### src/rtl/rename_pkg.sv
package rename_pkg;
  localparam int unsigned RN_LOG_REGS  = 8;
  localparam int unsigned RN_PHYS_REGS = 16;
endpackage

### src/rtl/rename_free_pool.sv
module rename_free_pool #(
  parameter int unsigned NUM_LOG  = rename_pkg::RN_LOG_REGS,
  parameter int unsigned NUM_PHYS = rename_pkg::RN_PHYS_REGS,
  localparam int unsigned TAG_W   = $clog2(NUM_PHYS)
) (
  input  logic                clk_i,
  input  logic                rst_ni,
  input  logic                alloc_i,
  input  logic                rel_i,
  input  logic [TAG_W-1:0]    rel_tag_i,
  input  logic                rebuild_i,
  input  logic [NUM_PHYS-1:0] live_i,
  output logic                empty_o,
  output logic [TAG_W-1:0]    alloc_tag_o
);

  logic [NUM_PHYS-1:0] free_q, free_d;

  // lowest free index wins
  always_comb begin
    alloc_tag_o = '0;
    for (int j = NUM_PHYS - 1; j >= 0; j--) begin
      if (free_q[j]) alloc_tag_o = TAG_W'(j);
    end
  end

  assign empty_o = (free_q == '0);

  always_comb begin
    free_d = free_q;
    if (rebuild_i) begin
      free_d = ~live_i;
    end else begin
      if (alloc_i) free_d[alloc_tag_o] = 1'b0;
      if (rel_i)   free_d[rel_tag_i]   = 1'b1;
    end
  end

  always_ff @(posedge clk_i or negedge rst_ni) begin
    if (!rst_ni) begin
      for (int j = 0; j < NUM_PHYS; j++) free_q[j] <= (j >= NUM_LOG);
    end else begin
      free_q <= free_d;
    end
  end

  a_r6_no_double_release: assert property (@(posedge clk_i) disable iff (!rst_ni)
    (rel_i && !rebuild_i) |-> !free_q[rel_tag_i]);

  a_r5_no_alloc_when_empty: assert property (@(posedge clk_i) disable iff (!rst_ni)
    alloc_i |-> !empty_o);

  a_r6_alloc_leaves_pool: assert property (@(posedge clk_i) disable iff (!rst_ni)
    (alloc_i && !rebuild_i && !(rel_i && rel_tag_i == alloc_tag_o))
      |=> !free_q[$past(alloc_tag_o)]);

endmodule

### src/rtl/rename_map_store.sv
module rename_map_store #(
  parameter int unsigned NUM_LOG  = rename_pkg::RN_LOG_REGS,
  parameter int unsigned NUM_PHYS = rename_pkg::RN_PHYS_REGS,
  localparam int unsigned TAG_W   = $clog2(NUM_PHYS),
  localparam int unsigned LOG_W   = $clog2(NUM_LOG)
) (
  input  logic                           clk_i,
  input  logic                           rst_ni,
  input  logic                           wr_i,
  input  logic [LOG_W-1:0]               wr_idx_i,
  input  logic [TAG_W-1:0]               wr_tag_i,
  input  logic                           load_i,
  input  logic [NUM_LOG-1:0][TAG_W-1:0]  load_tags_i,
  input  logic [NUM_LOG-1:0]             load_vld_i,
  output logic [NUM_LOG-1:0][TAG_W-1:0]  tags_o,
  output logic [NUM_LOG-1:0]             vld_o
);

  for (genvar g = 0; g < NUM_LOG; g++) begin : g_entry
    logic [TAG_W-1:0] tag_d;
    logic             vld_d;

    always_comb begin
      tag_d = tags_o[g];
      vld_d = vld_o[g];
      if (load_i) begin
        tag_d = load_tags_i[g];
        vld_d = load_vld_i[g];
      end else if (wr_i && wr_idx_i == LOG_W'(g)) begin
        tag_d = wr_tag_i;
        vld_d = 1'b1;
      end
    end

    always_ff @(posedge clk_i or negedge rst_ni) begin
      if (!rst_ni) begin
        tags_o[g] <= TAG_W'(g);
        vld_o[g]  <= 1'b0;
      end else begin
        tags_o[g] <= tag_d;
        vld_o[g]  <= vld_d;
      end
    end
  end

endmodule

### src/rtl/reg_rename_map.sv
module reg_rename_map #(
  parameter int unsigned NUM_LOG  = rename_pkg::RN_LOG_REGS,
  parameter int unsigned NUM_PHYS = rename_pkg::RN_PHYS_REGS,
  localparam int unsigned TAG_W   = $clog2(NUM_PHYS),
  localparam int unsigned LOG_W   = $clog2(NUM_LOG)
) (
  input  logic             clk_i,
  input  logic             rst_ni,
  input  logic             ren_valid_i,
  output logic             ren_ready_o,
  input  logic             src0_imm_i,
  input  logic [LOG_W-1:0] src0_idx_i,
  output logic [TAG_W-1:0] src0_tag_o,
  output logic             src0_mapped_o,
  input  logic             src1_imm_i,
  input  logic [LOG_W-1:0] src1_idx_i,
  output logic [TAG_W-1:0] src1_tag_o,
  output logic             src1_mapped_o,
  input  logic             dst_en_i,
  input  logic [LOG_W-1:0] dst_idx_i,
  output logic [TAG_W-1:0] dst_tag_o,
  output logic [TAG_W-1:0] dst_old_tag_o,
  input  logic             cmt_valid_i,
  input  logic [LOG_W-1:0] cmt_idx_i,
  input  logic [TAG_W-1:0] cmt_new_tag_i,
  input  logic [TAG_W-1:0] cmt_old_tag_i,
  input  logic             flush_i
);

  logic [NUM_LOG-1:0][TAG_W-1:0] spec_tags, cmt_tags, cmt_tags_nxt;
  logic [NUM_LOG-1:0]            spec_vld, cmt_vld, cmt_vld_nxt;
  logic [NUM_PHYS-1:0]           live_nxt;
  logic                          pool_empty;
  logic                          ren_fire, alloc;

  assign ren_ready_o = !flush_i && (!dst_en_i || !pool_empty);
  assign ren_fire    = ren_valid_i && ren_ready_o;
  assign alloc       = ren_fire && dst_en_i;

  // immediates bypass the lookup
  assign src0_tag_o    = src0_imm_i ? TAG_W'(src0_idx_i) : spec_tags[src0_idx_i];
  assign src0_mapped_o = !src0_imm_i && spec_vld[src0_idx_i];
  assign src1_tag_o    = src1_imm_i ? TAG_W'(src1_idx_i) : spec_tags[src1_idx_i];
  assign src1_mapped_o = !src1_imm_i && spec_vld[src1_idx_i];
  assign dst_old_tag_o = spec_tags[dst_idx_i];

  // committed view including this cycle's retirement
  always_comb begin
    cmt_tags_nxt = cmt_tags;
    cmt_vld_nxt  = cmt_vld;
    if (cmt_valid_i) begin
      cmt_tags_nxt[cmt_idx_i] = cmt_new_tag_i;
      cmt_vld_nxt[cmt_idx_i]  = 1'b1;
    end
  end

  always_comb begin
    live_nxt = '0;
    for (int i = 0; i < NUM_LOG; i++) live_nxt[cmt_tags_nxt[i]] = 1'b1;
  end

  rename_map_store #(.NUM_LOG(NUM_LOG), .NUM_PHYS(NUM_PHYS)) i_spec_map (
    .clk_i       (clk_i),
    .rst_ni      (rst_ni),
    .wr_i        (alloc),
    .wr_idx_i    (dst_idx_i),
    .wr_tag_i    (dst_tag_o),
    .load_i      (flush_i),
    .load_tags_i (cmt_tags_nxt),
    .load_vld_i  (cmt_vld_nxt),
    .tags_o      (spec_tags),
    .vld_o       (spec_vld)
  );

  rename_map_store #(.NUM_LOG(NUM_LOG), .NUM_PHYS(NUM_PHYS)) i_cmt_map (
    .clk_i       (clk_i),
    .rst_ni      (rst_ni),
    .wr_i        (1'b0),
    .wr_idx_i    ('0),
    .wr_tag_i    ('0),
    .load_i      (1'b1),
    .load_tags_i (cmt_tags_nxt),
    .load_vld_i  (cmt_vld_nxt),
    .tags_o      (cmt_tags),
    .vld_o       (cmt_vld)
  );

  rename_free_pool #(.NUM_LOG(NUM_LOG), .NUM_PHYS(NUM_PHYS)) i_pool (
    .clk_i       (clk_i),
    .rst_ni      (rst_ni),
    .alloc_i     (alloc),
    .rel_i       (cmt_valid_i),
    .rel_tag_i   (cmt_old_tag_i),
    .rebuild_i   (flush_i),
    .live_i      (live_nxt),
    .empty_o     (pool_empty),
    .alloc_tag_o (dst_tag_o)
  );

  a_r4_map_takes_new_tag: assert property (@(posedge clk_i) disable iff (!rst_ni)
    alloc |=> (spec_tags[$past(dst_idx_i)] == $past(dst_tag_o)) && spec_vld[$past(dst_idx_i)]);

  a_r5_stall_holds_map: assert property (@(posedge clk_i) disable iff (!rst_ni)
    (ren_valid_i && dst_en_i && !ren_ready_o && !flush_i) |=> $stable(spec_tags) && $stable(spec_vld));

  a_r7_flush_restores: assert property (@(posedge clk_i) disable iff (!rst_ni)
    flush_i |=> (spec_tags == cmt_tags) && (spec_vld == cmt_vld));

  a_r3_imm_unmapped: assert property (@(posedge clk_i) disable iff (!rst_ni)
    src0_imm_i |-> !src0_mapped_o && (src0_tag_o == TAG_W'(src0_idx_i)));

endmodule

### config.mk
export PLATFORM = sky130hd
export DESIGN_NAME = reg_rename_map
export DESIGN_NICKNAME = d
export VERILOG_FILES = /design/src/rtl/rename_pkg.sv /design/src/rtl/rename_free_pool.sv /design/src/rtl/rename_map_store.sv /design/src/rtl/reg_rename_map.sv
export SDC_FILE = /design/constraint.sdc
export NUM_CORES = 1
export LEC_CHECK = 0
export ABC_CLOCK_PERIOD_IN_PS = 2800
export BUFFER_PORTS_ARGS = -buffer_cell sky130_fd_sc_hd__buf_2
export CAP_MARGIN = 0
export CORE_ASPECT_RATIO = 1.5
export CORE_UTILIZATION = 30
export DETAILED_ROUTE_END_ITERATION = 10
export GPL_ROUTABILITY_DRIVEN = 0
export PLACE_DENSITY = 0.49
export SLEW_MARGIN = 20
export SYNTH_ARGS = -nofsm -noshare
export SYNTH_HDL_FRONTEND = slang
export SYNTH_HIERARCHICAL = 1
export SYNTH_SLANG_ARGS = --single-unit
### constraint.sdc
create_clock -name clk_i -period 2.8 [get_ports clk_i]
set_input_delay 0.56 -clock clk_i [delete_from_list [all_inputs] [get_ports clk_i]]
set_output_delay 0.56 -clock clk_i [all_outputs]
set_load 0.01 [all_outputs]
==> metrics, run 1 <==
cell count after synthesis=896; Critical path buffers and inverters=2; Area Growth Syn to Fin=12.9%; CTS max path bufs=2; vias per cell=5.50; cell area after layout=8870 um^2; Sw Share=38.9%; Ant. Diodes=0; final routed DRC violation total=0; largest net degree at the start of global routing=83; critical path cell sequence=inv_1 -> a221o_1 -> a2111o_1 -> a31oi_4 -> buf_2; WP data required=2.24 ns; max-slew violations=0; DRT antenna net count=0; Synth area leader=dfrtp_1; CTS tree=done; largest cells by area after synthesis=dfrtp_1, mux2_2, dfstp_2, nand2_1, mux4_2; IO buf count=46; DR pass1 iterations=5; MaxCap Viol Count=0; WL met2=14900 um; Placement Setup Slack=0.208 ns; Ys Warns=6; minimum clock period=2.67 ns; Routed met1 length=10900 um; CP delay by family, top=compound AO/OA/AOI/OAI gates; netlist area before placement=7860 um^2; post-layout util=34.4%; vias in the first global route=7124; mean post-synth cell area=8.78 um^2; antenna violations before repair=0; post-synth top area share=20.4%; CP Capture Type=output pin; core box area=25800 um^2; critical path's largest stage delay=0.55 ns; Final #Nets=984; HPWL Detailed=22600 um; io pins=47; DRT iter0 DRCs=482; # fillers=2699; Die Y=200 um; Lkg Pwr=0.00376 uW; die width=134 um; #FFs+latches synth=96; Int Pwr=3410 uW; synth unique cells=78; Worst R2R Start=i_pool/free_q[7]; cts bufs inserted=9; unrepaired setup endpoints after global routing=no; flop-to-flop setup slack=0.22 ns; data arrival time of the critical path=2.11 ns; Combinational Power Share=37.8%; share of layout cells above drive strength 1=27.8%; routed wire length=28400 um; dpl cell area=8570 um^2; WL met3=1090 um; clock slew at reported path FFs=0.07 ns; period utilisation layout=95.3%; sequential share of power=39.6%; Avg WL per Cell=22.0 um; die area=26900 um^2; global-route wire length before repair=43500 um; Initial Util=30.5%; Post-synth EDFFs=0; main flop type after synthesis=dfrtp_1; sw power=2170 uW; clock skew=0.0126 ns; Highest Signal Layer=met4; worst-path fanout max=4; vias post-DR=7122; worst slew pin tran=0.701 ns; R2R Path End=i_pool/free_q[13]; cts hold-fix bufs=0; worst-case reg-to-reg path depth=11; gr ovfl total=0; total negative slack=0 ns; Hold WC Path Type=input pin to asynchronous set/reset pin; Power Density=628 nW/um^2; Clk pwr share=22.6%; global router's overall resource usage=21.6%; peak supply drop=0.000350 V; setup slack after layout=0.131 ns; clk_lat worst skew=0.35 ns; final setup fails=0; Critical Path Start Type=flop; Sink Count=96; clock root buffer=clkbuf_16; Final Hold Fails=0; status=completed; H-tree depth=3; post-synthesis sequential area ratio=31.1%; Post-synth ARST share=100%; kind of critical path=flop to output pin; Slew HR=53.2%; FMAX=0.375 GHz; slowest CP cell=dfstp_2; # rows=72
## area by class of cell
type	instances	area (um^2)	share of cell area [%]
Inverter	27	101	1.14
Clock inverter	6	65.1	0.733
Multi-Input combinational cell	750	5170	58.2
Timing Repair Buffer	72	453	5.10
Tap cell	333	417	4.69
Clock buffer	10	229	2.58
Sequential cell	96	2440	27.5
## stage by stage
stage                     std cells  hold WS [ns]  total power (uW)
after floorplan                 925         0.264              3510
after global placement         1277         0.508              4260
after detailed placement       1277         0.514              4260
after CTS                      1294         0.168              5550
after global routing           1294         0.181              5870
final                          1294         0.160              5570
## Yosys cell counts, types with 4 or more instances
cell type and instances:
nand2_1 197, mux2_2 77, dfrtp_1 64, nor2_1 60
a21oi_1 39, nor3_1 35, dfstp_2 32, nand2b_1 32
mux4_2 28, clkbuf_1 27, nor2b_1 27, inv_1 26
o22ai_1 21, o21ai_0 17, nand3_1 14, nand3b_1 12
a31oi_1 10, buf_2 10, a221oi_1 9, nor4_1 9
a21o_1 8, o32ai_1 7, or2_2 7, or3_1 7
a21oi_4 6, a31oi_4 6, buf_1 6, nand4_1 6
o211ai_1 6, buf_6 5, a211oi_1 4, buf_4 4
mux2i_1 4, nor3b_1 4, o31a_1 4, or4_1 4
## flip-flops by register name, summed over array words and instances (netlist names)
register           cells
i_spec_map/tags_o     32
i_pool/free_q         16
i_cmt_map/vld_o        8
i_spec_map/vld_o       8
i_cmt_map/tags_o      32
## placed cells by master (no fill, tap or decap), types with 21 or more instances in the layout
cell      count
mux2_2       77
buf_2        45
inv_1        26
nor3_1       35
o22ai_1      21
mux4_2       28
a21oi_1      39
nor2_1       60
dfstp_2      32
conb_1       31
nor2b_1      27
nand2b_1     32
nand2_1     197
buf_4        25
dfrtp_1      64
## power groups by stage
| stage | Combinational [uW] | Clock [uW] | Sequential (uW) |
|---|---|---|---|
| after floorplan | 1510 | 0 | 2000 |
| after global placement | 2050 | 0 | 2210 |
| after detailed placement | 2040 | 0 | 2220 |
| after CTS | 2070 | 1290 | 2190 |
| after global routing | 2280 | 1350 | 2250 |
| final | 2110 | 1260 | 2210 |
## worst max-delay path by stage
stage / start / end / slack, ns / depth (start not counted)
2_1_floorplan: i_pool/free_q[12] / i_spec_map/tags_o[21] / 0.28 / 7
3_3_place_gp: cmt_valid_i / i_pool/free_q[13] / 0.24 / 7
3_5_place_dp: cmt_valid_i / i_pool/free_q[13] / 0.21 / 7
4_1_cts: i_pool/free_q[11] / dst_tag_o[0] / 0.12 / 5
5_1_grt: i_pool/free_q[7] / i_pool/free_q[13] / 0.02 / 11
6_report: i_pool/free_q[11] / dst_tag_o[0] / 0.13 / 5
## cells by family after synthesis
group                  after synthesis  synth area share (%)
flip-flops                          96                  31.1
other                                2                0.0955
AND/OR/NAND/NOR                    446                  28.5
buffers and inverters               79                  4.60
multiplexers                       109                  19.6
AO/OA/AOI/OAI                      164                  16.2
## routing by layer
| layer | global-route usage, % | vias up |
|---|---|---|
| li1 | - | 3320 |
| met1 | 24.0 | 3466 |
| met2 | 39.1 | 251 |
| met3 | 2.76 | 85 |
| met4 | 12.2 | 0 |
| met5 | 0 | - |
## what timing repair did
action,CTS,global route
resized for setup,0,0
buffers inserted,1,0
endpoints found under the setup margin,1,0
(Power assumes the default switching activity.)
==> run 2, diff against run 1 <==
--- a/config.mk
+++ b/config.mk
@@ -16,5 +16,4 @@
 export SLEW_MARGIN = 20
 export SYNTH_ARGS = -nofsm -noshare
 export SYNTH_HDL_FRONTEND = slang
-export SYNTH_HIERARCHICAL = 1
 export SYNTH_SLANG_ARGS = --single-unit
==> metrics, run 2 <==
status=completed (unchanged); Slew HR=45.7% (was 53.2%); clock slew at reported path FFs=0.08 ns (was 0.07 ns); share of layout cells above drive strength 1=22.6% (was 27.8%); Hold WC Path Type=input pin to asynchronous set/reset pin (unchanged); Sink Count=96 (unchanged); antenna violations before repair=0 (unchanged); CTS max path bufs=2 (unchanged); CTS-repair resized insts=0 (unchanged); IO buf count=46 (unchanged); Lkg Pwr=0.00316 uW (was 0.00376 uW); Synthesized Nets=878; WP data required=2.24 ns (about the same); cts bufs inserted=9 (unchanged); Area Growth Syn to Fin=13.1% (was 12.9%); vias in the first global route=6971 (was 7124); post-synthesis sequential area ratio=33.4% (was 31.1%); vias post-DR=7098 (was 7122); mean post-synth cell area=8.61 um^2 (was 8.78 um^2); #FFs+latches synth=96 (unchanged); Post-synth ARST share=100% (unchanged); peak supply drop=0.000312 V (was 0.000350 V); cts hold-fix bufs=0 (unchanged); clock skew=0.0139 ns (was 0.0126 ns); Worst R2R Start=i_cmt_map.tags_o[18] (was i_pool/free_q[7]); Final #Nets=904 (was 984); most common cell after layout, fill and taps aside=nand2_1 (unchanged); Seq. cell area=2440 um^2 (unchanged); CP Launch Point=i_pool.free_q[0] (was i_pool/free_q[11]); largest net degree at the start of global routing=101 (was 83); max-slew violations=0 (unchanged); period utilisation layout=95.7% (was 95.3%); Initial Util=30.7% (was 30.5%); FMAX=0.373 GHz (was 0.375 GHz); # rows=69 (was 72); largest cells by area after synthesis=dfrtp_1, dfstp_2, mux4_2, nand2_1, mux2i_1 (was dfrtp_1, mux2_2, dfstp_2, nand2_1, mux4_2); Setup Buffers After CTS=0 (was 1); vias per cell=5.92 (was 5.50); clk_lat worst skew=0.35 ns (about the same); final routed DRC violation total=0 (unchanged); Critical Path Start Type=flop (unchanged); Pwr Total=5300 uW (was 5570 uW); gr ovfl total=0 (unchanged); CP Capture Type=output pin (unchanged); kind of critical path=flop to output pin (unchanged); Ant. Diodes=0 (unchanged); # fillers=2524 (was 2699); commonest cells in the netlist=nand2_1, nor2_1, dfrtp_1, clkbuf_1, o21ai_0 (was nand2_1, mux2_2, dfrtp_1, nor2_1, a21oi_1); core box area=23800 um^2 (was 25800 um^2); DRT iter0 DRCs=701 (was 482); critical path's largest stage delay=0.61 ns (was 0.55 ns); minimum clock period=2.68 ns (was 2.67 ns); synth unique cells=79 (was 78); netlist area before placement=7320 um^2 (was 7860 um^2); post-synth top area share=21.9% (was 20.4%); final setup fails=0 (unchanged); flop-to-flop setup slack=0.40 ns (was 0.22 ns); routed wire length=28400 um (about the same); clock root buffer=clkbuf_16 (unchanged); most numerous cell in the Yosys netlist=nand2_1 (unchanged); H-tree depth=3 (unchanged); die area=25000 um^2 (was 26900 um^2); Die Y=193 um (was 200 um); dpl cell area=7990 um^2 (was 8570 um^2); Post-synth EDFFs=0 (unchanged); data arrival time of the critical path=2.12 ns (was 2.11 ns); HPWL Detailed=21600 um (was 22600 um); Placement Setup Slack=0.0332 ns (was 0.208 ns); cell count after synthesis=850 (was 896); DR pass1 iterations=7 (was 5); top flop regs=i_cmt_map.tags_o (32), i_spec_map.tags_o (32), i_pool.free_q (16) (was i_cmt_map/tags_o (32), i_spec_map/tags_o (32), i_pool/free_q (16)); Ys Warns=0 (was 6); unrepaired setup endpoints after global routing=no (unchanged); global router's overall resource usage=23.3% (was 21.6%); main flop type after synthesis=dfrtp_1 (unchanged); global-route wire length before repair=43300 um (was 43500 um); worst slew pin tran=0.805 ns (was 0.701 ns); multi-input logic area=4510 um^2 (was 5170 um^2); Avg WL per Cell=23.6 um (was 22.0 um); DRT antenna net count=0 (unchanged); MaxCap Viol Count=0 (unchanged); io pins=47 (unchanged); cell area after layout=8280 um^2 (was 8870 um^2); setup slack after layout=0.121 ns (was 0.131 ns); slowest CP cell=or4_1 (was dfstp_2); Synth area leader=dfrtp_1 (unchanged); Final Hold Fails=0 (unchanged); worst-path fanout max=10 (was 4); CTS tree=done (unchanged); die width=130 um (was 134 um); Power Density=640 nW/um^2 (was 628 nW/um^2); commonest non-fill, non-tap cells in the layout=nand2_1, nor2_1, dfrtp_1, buf_2, buf_4 (was nand2_1, mux2_2, dfrtp_1, nor2_1, buf_2); critical path cell sequence=or4_1 -> o32ai_1 -> a21oi_1 -> inv_2 -> buf_2 (was inv_1 -> a221o_1 -> a2111o_1 -> a31oi_4 -> buf_2)
run 2: cell count changes after synthesis, moves of 14 or more:
| cell | delta |
|---|---|
| nand2_1 | -50 |
| mux2_2 | -68 |
| o22ai_1 | -14 |
| mux2i_1 | +24 |
| o21ai_0 | +22 |
| nand3_1 | +15 |
| clkbuf_1 | +21 |
run 2: path summary, 6_finish.rpt:
| check | endpoint | cells after the start |
|---|---|---|
| worst min-delay path | i_pool.free_q[4] | 1 |
| worst max register to register | i_pool.free_q[5] | 6 |
| min in group clk_i | i_cmt_map.vld_o[1] | 1 |
| worst min register to register | i_cmt_map.vld_o[1] | 1 |
| worst max-delay path | dst_tag_o[1] | 5 |
| max in group asynchronous | i_spec_map.tags_o[26] | 2 |
run 2: cell type report:
type	count	share of cell area (%)
Tap cell	319	4.82
Sequential cell	96	29.5
Clock inverter	7	0.786
Multi-Input combinational cell	665	54.4
Clock buffer	9	2.72
Inverter	14	0.635
Timing Repair Buffer	90	7.10
run 2: critical path: cells and delay by family, from the launching register on:
kind | cells | cell delay [ns]
DFF | 1 | 0.52
AOI/OAI and AO/OA | 2 | 0.25
buffers and inverters | 2 | 0.39
and+or+nand+nor | 1 | 0.61
run 2: report_power, final:
part	total [uW]	internal, uW	switching, uW
sequential	2220	1730	489
combinational	1850	753	1100
clock	1230	624	606
run 2: cells by family (layout without fill, tap and decap cells):
family | Yosys count | in the layout | synth area share (%)
AO/OA/AOI/OAI | 182 | 182 | 17.3
buffers and inverters | 89 | 120 | 5.09
multiplexers | 65 | 65 | 13.8
XOR/XNOR | 4 | 4 | 0.478
AND/OR/NAND/NOR | 414 | 414 | 29.9
flip-flops | 96 | 96 | 33.4
run 2: per-stage QoR:
| step | TNS [ns] | utilization (%) | instances | hold WS, ns |
|---|---|---|---|---|
| floorplan | 0 | - | 850 | 0.264 |
| global placement | -0.00866 | 33.5 | 1184 | 0.442 |
| detailed placement | 0 | 33.5 | 1184 | 0.452 |
| CTS | 0 | 34.7 | 1200 | 0.263 |
| global route | 0 | 34.7 | 1200 | 0.292 |
| finish | 0 | 34.7 | 1200 | 0.244 |
run 2: layer usage:
layer / wire length [um] / GRT usage [%]
met1: 11100 / 28.1
met2: 13800 / 38.3
met3: 1670 / 3.18
met4: 1840 / 15.2
met5: 0 / 0
==> run 3, diff against run 2 <==
--- a/config.mk
+++ b/config.mk
@@ -9,7 +9,9 @@
 export BUFFER_PORTS_ARGS = -buffer_cell sky130_fd_sc_hd__buf_2
 export CAP_MARGIN = 0
 export CORE_ASPECT_RATIO = 1.5
+export CORE_MARGIN = 2
 export CORE_UTILIZATION = 30
+export CTS_BUF_LIST = sky130_fd_sc_hd__clkbuf_8
 export DETAILED_ROUTE_END_ITERATION = 10
 export GPL_ROUTABILITY_DRIVEN = 0
 export PLACE_DENSITY = 0.49
==> metrics, run 3 (synthesis results as in run 2) <==
status=completed (unchanged); clock root buffer=clkbuf_8 (was clkbuf_16); Setup Buffers After CTS=0 (unchanged); CTS max path bufs=2 (unchanged); H-tree depth=3 (unchanged); Ant. Diodes=0 (unchanged); DR pass1 iterations=6 (was 7); vias in the first global route=6934 (was 6971); Placement Setup Slack=0.0133 ns (was 0.0332 ns); vias per cell=5.92 (about the same); Slew HR=54.5% (was 45.7%); Power Density=617 nW/um^2 (was 640 nW/um^2); io pins=47 (unchanged); peak supply drop=0.000315 V (was 0.000312 V); Worst R2R Start=i_pool.free_q[0] (was i_cmt_map.tags_o[18]); minimum clock period=2.72 ns (was 2.68 ns); global-route wire length before repair=43100 um (was 43300 um); routed wire length=28400 um (about the same); final setup fails=0 (unchanged); # rows=70 (was 69); dpl cell area=8020 um^2 (was 7990 um^2); CP Capture Type=output pin (unchanged); antenna violations before repair=0 (unchanged); clock skew=0.0208 ns (was 0.0139 ns); clk_lat worst skew=0.39 ns (was 0.35 ns); period utilisation layout=97.0% (was 95.7%); die width=132 um (was 130 um); Sink Count=96 (unchanged); Hold WC Path Type=input pin to asynchronous set/reset pin (unchanged); share of layout cells above drive strength 1=22.9% (was 22.6%); Area Growth Syn to Fin=12.4% (was 13.1%); HPWL Detailed=21900 um (was 21600 um); CTS tree=done (unchanged); WP data required=2.24 ns (about the same); cts bufs inserted=9 (unchanged); Lkg Pwr=0.00314 uW (was 0.00316 uW); Critical Path Start Type=flop (unchanged); data arrival time of the critical path=2.16 ns (was 2.12 ns); Die Y=195 um (was 193 um); hold slack=0.134 ns (was 0.244 ns); WL met3=1360 um (was 1670 um); cts hold-fix bufs=0 (unchanged); setup slack after layout=0.0829 ns (was 0.121 ns); CP Launch Point=i_pool.free_q[0] (unchanged); Final Hold Fails=0 (unchanged); max-slew violations=0 (unchanged); worst slew pin tran=0.681 ns (was 0.805 ns); core box area=24200 um^2 (was 23800 um^2); Final #Nets=906 (was 904); top flop regs=i_cmt_map.tags_o (32), i_spec_map.tags_o (32), i_pool.free_q (16) (unchanged); vias post-DR=7151 (was 7098); Avg WL per Cell=23.5 um (was 23.6 um); WL met2=13700 um (was 13800 um); Routed met1 length=11100 um (about the same); most common cell after layout, fill and taps aside=nand2_1 (unchanged); IO buf count=46 (unchanged); clock slew at reported path FFs=0.11 ns (was 0.08 ns); global router's overall resource usage=22.0% (was 23.3%); kind of critical path=flop to output pin (unchanged); largest net degree at the start of global routing=101 (unchanged); worst-path fanout max=10 (unchanged); Highest Signal Layer=met4 (unchanged); commonest non-fill, non-tap cells in the layout=nand2_1, nor2_1, dfrtp_1, buf_2, buf_4 (unchanged); gr ovfl total=0 (unchanged); MaxCap Viol Count=0 (unchanged); die area=25700 um^2 (was 25000 um^2); R2R Path End=i_pool.free_q[6] (was i_pool.free_q[5]); unrepaired setup endpoints after global routing=no (unchanged); DRT antenna net count=0 (unchanged); cell area after layout=8230 um^2 (was 8280 um^2); DRT iter0 DRCs=680 (was 701); final routed DRC violation total=0 (unchanged); FMAX=0.368 GHz (was 0.373 GHz); # fillers=2539 (was 2524); Initial Util=30.3% (was 30.7%); worst-case reg-to-reg path depth=6 (unchanged); Pwr Total=5080 uW (was 5300 uW); flop-to-flop setup slack=0.55 ns (was 0.40 ns)
[run 3: power by group]
group / switching, uW / total [uW] / internal (uW)
combinational: 1090 / 1850 / 760
clock: 569 / 1000 / 432
sequential: 503 / 2230 / 1730
[run 3: worst max path at each step]
stage,slack [ns],to,depth (start not counted)
finish,0.08,dst_tag_o[1],5
global route,0.001,dst_tag_o[1],5
CTS,0.06,dst_tag_o[1],5
detailed placement,0.01,i_pool.free_q[1],8
global placement,-0.008,i_pool.free_q[1],8
floorplan,0.21,dst_old_tag_o[1],4
[run 3: routing by layer]
layer,vias up,track usage [%]
li1,3231,-
met1,3471,26.3
met2,352,37.5
met3,97,2.15
met4,0,14.8
met5,-,0
[run 3: layout make-up]
class | count | area [um^2] | share of cell area (%)
multi-input combinational | 665 | 4510 | 54.7
sequential | 96 | 2440 | 29.7
timing repair buffer | 92 | 616 | 7.48
tap | 324 | 405 | 4.92
clock buffer | 9 | 124 | 1.50
clock inverter | 7 | 86.3 | 1.05
inverter | 14 | 52.6 | 0.638
[run 3: worst max-delay path, stage by stage (launching register included)]
cell     delay [ns]
dfrtp_1        0.52
or4_1          0.60
o32ai_1        0.13
a21oi_1        0.10
inv_2          0.23
buf_2          0.18
[run 3: timing repair]
item / 4_1_cts / 5_1_grt
setup endpoints to repair: 1 / 0
gates resized for setup: 1 / 0
endpoints found under the hold margin: 0 / 0
[run 3: per-stage QoR]
step                std cells  setup TNS (ns)  util (%)
global placement         1191        -0.00823      33.2
CTS                      1207               0      34.1
detailed placement       1191               0      33.2
floorplan                 850               0         -
finish                   1207               0      34.1
global route             1207               0      34.1
